`src/rtl/mag_chain_cmp_pkg.sv`:
```
package mag_chain_cmp_pkg;

    // Two-bit status emitted by every compare cell.
    typedef struct packed {
        logic res;   // 1: this bit decided a > b
        logic cont;  // 1: bits matched, hand the decision downward
    } cell_code_t;

    localparam cell_code_t CODE_GREATER = '{res: 1'b1, cont: 1'b0};
    localparam cell_code_t CODE_LESS    = '{res: 1'b0, cont: 1'b0};
    localparam cell_code_t CODE_MATCH   = '{res: 1'b0, cont: 1'b1};
    localparam cell_code_t CODE_IDLE    = '{res: 1'b0, cont: 1'b0};

endpackage

```
`src/rtl/mag_bit_cell.sv`:
```
module mag_bit_cell
    import mag_chain_cmp_pkg::*;
(
    input  logic       a_bit,
    input  logic       b_bit,
    input  logic       enable,
    output cell_code_t code
);

    always_comb begin
        if (!enable) begin
            code = CODE_IDLE;
        end else if (a_bit && !b_bit) begin
            code = CODE_GREATER;
        end else if (!a_bit && b_bit) begin
            code = CODE_LESS;
        end else begin
            code = CODE_MATCH;
        end
    end

endmodule

```
`src/rtl/mag_cell_chain.sv`:
```
module mag_cell_chain
    import mag_chain_cmp_pkg::*;
#(
    parameter int WIDTH = 4
) (
    input  logic [WIDTH-1:0] a,
    input  logic [WIDTH-1:0] b,
    output logic [WIDTH-1:0] res_vec,
    output logic [WIDTH-1:0] cont_vec
);

    // enable of each cell: the top cell always runs, the rest follow the cell above
    logic [WIDTH-1:0] enable_vec;

    genvar g;
    generate
        for (g = WIDTH - 1; g >= 0; g--) begin : g_cell
            cell_code_t code;

            if (g == WIDTH - 1) begin : g_top
                assign enable_vec[g] = 1'b1;
            end else begin : g_lower
                assign enable_vec[g] = cont_vec[g+1];
            end

            mag_bit_cell u_cell (
                .a_bit  (a[g]),
                .b_bit  (b[g]),
                .enable (enable_vec[g]),
                .code   (code)
            );

            assign res_vec[g]  = code.res;
            assign cont_vec[g] = code.cont;
        end
    endgenerate

endmodule

```
`src/rtl/mag_first_select.sv`:
```
module mag_first_select #(
    parameter int WIDTH = 4
) (
    input  logic [WIDTH-1:0] res_vec,
    input  logic [WIDTH-1:0] cont_vec,
    output logic             gt,
    output logic             eq
);

    always_comb begin
        logic found;
        found = 1'b0;
        gt    = 1'b0;
        for (int i = WIDTH - 1; i >= 0; i--) begin
            if (!found && !cont_vec[i]) begin
                gt    = res_vec[i];
                found = 1'b1;
            end
        end
    end

    assign eq = cont_vec[0];

endmodule

```
`src/rtl/mag_chain_cmp.sv`:
```
module mag_chain_cmp #(
    parameter int WIDTH = 4
) (
    input  logic [WIDTH-1:0] a,
    input  logic [WIDTH-1:0] b,
    output logic             gt,
    output logic             eq
);

    logic [WIDTH-1:0] res_vec;
    logic [WIDTH-1:0] cont_vec;

    mag_cell_chain #(.WIDTH(WIDTH)) u_chain (
        .a        (a),
        .b        (b),
        .res_vec  (res_vec),
        .cont_vec (cont_vec)
    );

    mag_first_select #(.WIDTH(WIDTH)) u_select (
        .res_vec  (res_vec),
        .cont_vec (cont_vec),
        .gt       (gt),
        .eq       (eq)
    );

endmodule

```
`config.mk`:
```
export PLATFORM = sky130hd
export DESIGN_NAME = mag_chain_cmp
export DESIGN_NICKNAME = d
export VERILOG_FILES = /design/src/rtl/mag_chain_cmp_pkg.sv /design/src/rtl/mag_bit_cell.sv /design/src/rtl/mag_cell_chain.sv /design/src/rtl/mag_first_select.sv /design/src/rtl/mag_chain_cmp.sv
export SDC_FILE = /design/constraint.sdc
export NUM_CORES = 1
export LEC_CHECK = 0
export ABC_AREA = 1
export CORE_AREA = 8 8 45 47
export DETAILED_ROUTE_END_ITERATION = 6
export DIE_AREA = 0 0 53 55
export GPL_TIMING_DRIVEN = 0
export PLACE_DENSITY = 0.39
export SYNTH_ARGS = -nofsm -noshare
export SYNTH_HDL_FRONTEND = slang
export SYNTH_SLANG_ARGS = --single-unit
```
`constraint.sdc`:
```
create_clock -name vclk -period 1
set_input_delay 0.2 -clock vclk [all_inputs]
set_output_delay 0.2 -clock vclk [all_outputs]
set_load 0.01 [all_outputs]
```
==> metrics.md <==
| Metric | Value |
|---|---|
| Run status | `finished, violations left` |
| Failing checks | `negative setup slack` |
| Post-Route Setup TNS | `-0.476 ns` |
| Sw Ratio | `45.9%` |
| Post-Synthesis Cell Area | `145 sq um` |
| Final worst path period share | `128%` |
| IO Count | `10` |
| Pint | `0.109 mW` |
| Seq cells | `0` |
| Endpoints failing hold | `0` |
| Post-route minimum period | `1.28 ns` |
| Die ar. | `2920 sq um` |
| Synth Area in Compound Gates | `3.45%` |
| Antenna viol nets, final | `0` |
| Dpl hpwl | `389 um` |
| Worst setup path class | `input pin to primary output` |
| Yosys top cell area share | `34.5%` |
| Slew Limit Fails | `0` |
| Top delay family on crit path | `adder cells` |
| Sequential share of power | `0%` |
| Antenna cell count | `0` |
| Critical path startpoint category | `input pin` |
| Synth-to-Final Area Change | `176%` |
| Die Y | `55 um` |
| Initial Util | `10.5%` |
| CP required | `0.80 ns` |
| Hold path start | `a[2]` |
| Fraction of synthesized cell area in xor and xnor cells | `0%` |
| Die Width | `53 um` |
| FILL cells | `158` |
| DRT iter0 DRCs | `2` |
| Max Freq | `0.781 GHz` |
| Seq/Total Area, Yosys | `0%` |
| Ys Warns | `0` |
| PnR worst setup slack | `-0.281 ns` |
| Crit end category | `primary output` |
| Unrepaired setup endpoints after global routing | `yes` |
| Buf/Inv on CP | `3` |
| Row count | `14` |
| Design Power | `0.202 mW` |
| Maxcap violations | `0` |
| Design area | `400 sq um` |
| Leakage power | `0.163 nW` |
| Vias in the first global route | `200` |
| Tot GR Track Use | `3.22%` |
| Mux contribution to synthesized area | `0%` |
| Final GP Congestion | `0.693` |
| Final nets | `51` |
| Pwr Density | `504 nW/um^2` |
| Largest family of logic cells by synthesized area | `simple AND/OR/NAND/NOR gates` |
| DRT Wirelength | `458 um` |
| WP data arrival | `1.08 ns` |
| Simple-Gate Fraction of Synth Area | `36.2%` |
| Placed cell area | `319 sq um` |
| Syn nets | `38` |
| Synth area leaders | `ha_1, inv_1, nand3_1, nor2_1, nand3_2` |
| Via Count | `200` |
| Post-Synth Adder-Cell Area | `34.5%` |
| Wire per inst | `8.64 um` |
| Slew headroom | `89.4%` |
| Vias per cell | `3.77` |
| Clock group share of total power | `0%` |
| DR DRC count | `0` |
| Initial antenna violation count | `0` |
| Total core area | `1380 sq um` |
| Worst min path class | `input pin to primary output` |
| # hold bufs at CTS | `0` |
| Hold_ws | `0.973 ns` |
| Max VDD drop | `0.000115 V` |
| GR Overflow Total | `0` |
| Worst Path Max Fanout | `3` |
| Global-route wire length before repair | `772 um` |
| Cell taking the most area after synthesis | `ha_1` |
| Net Switching | `0.0927 mW` |
| Cell variety after synth | `8` |
| Synth Instances | `26` |
| Crit path cell chain | `buf_8 -> inv_6 -> ha_4 -> nand3_4 -> nor2_4 -> nor2_2 -> a21oi_2 -> buf_2` |
| Comb pwr share | `100.0%` |
| Port Buffers | `10` |
| Synth Area per Inst | `5.58 sq um` |
| Reg area | `0 sq um` |
| Largest net degree at the start of global routing | `5` |
| Synth top cells by count | `inv_1, ha_1, nor2_1` |
| CP startpoint | `b[2]` |
| Setup violations, final | `2` |
| Most common cell in the synthesized netlist | `inv_1` |
| Area of the multi-input gates | `211 sq um` |
| Initial DRT Pass Iterations | `2` |
| Share of post-route cells with drive strength above 1 | `73.0%` |
| Worst Setup Slack post-DPL | `-1.16 ns` |
| Slowest-stage cell, CP | `ha_4` |
| Clock buf count | `0` |
| Worst path max stage delay | `0.29 ns` |
| Worst Tran Pin Value | `0.159 ns` |
==> final timing paths <==
kind | endpoint | slack, ns | cells after the start
setup / recovery | gt | -0.28 | 8
hold / removal | gt | 0.97 | 7
==> through the flow <==
step	cells	utilization (%)
floorplan	26	-
global placement	52	23.1
detailed placement	52	23.1
CTS	53	24.6
global route	53	28.9
finish	53	28.9
==> logic make-up (layout without fill, tap and decap cells) <==
family,after synthesis,after routing
adders and majority gates,4,4
buffers and inverters,10,21
and+or+nand+nor,11,11
AOI/OAI and AO/OA,1,1
==> placed cells by master (no fill, tap or decap), drive strengths merged <==
| cell | instances |
|---|---|
| inv | 10 |
| buf | 9 |
| ha | 4 |
| nor2 | 4 |
| nand3 | 4 |
| nand2 | 2 |
| clkdlybuf4s15 | 2 |
| nor3 | 1 |
| a21oi | 1 |
==> metal layers <==
metal | GRT usage, % | part of all wire (%) | routed length, um
met5 | 0 | 0 | 0
met4 | 0 | 0 | 0
met3 | 1.07 | 8.7 | 40
met2 | 6.84 | 55 | 250
met1 | 3.02 | 36 | 166
==> power by group through the flow <==
| stage | sequential, mW | combinational (mW) | clock (mW) |
|---|---|---|---|
| after detailed placement | 0 | 0.156 | 0 |
| after floorplan | 0 | 0.0848 | 0 |
| after CTS | 0 | 0.168 | 0 |
| final | 0 | 0.202 | 0 |
| after global placement | 0 | 0.151 | 0 |
| after global routing | 0 | 0.219 | 0 |
==> what timing repair did <==
| action | in CTS | in global routing |
|---|---|---|
| setup buffers | 1 | 0 |
| pin swaps | 11 | 9 |
| setup endpoints to repair | 2 | 2 |
| gates resized for setup | 46 | 14 |
| cloned | 0 | 0 |
==> final cells by class <==
type	instances	area share (%)
Inverter	10	12.5
Multi-Input combinational cell	16	52.8
Timing Repair Buffer	11	29.7
Tap cell	16	5.00
(Power assumes the default switching activity.)
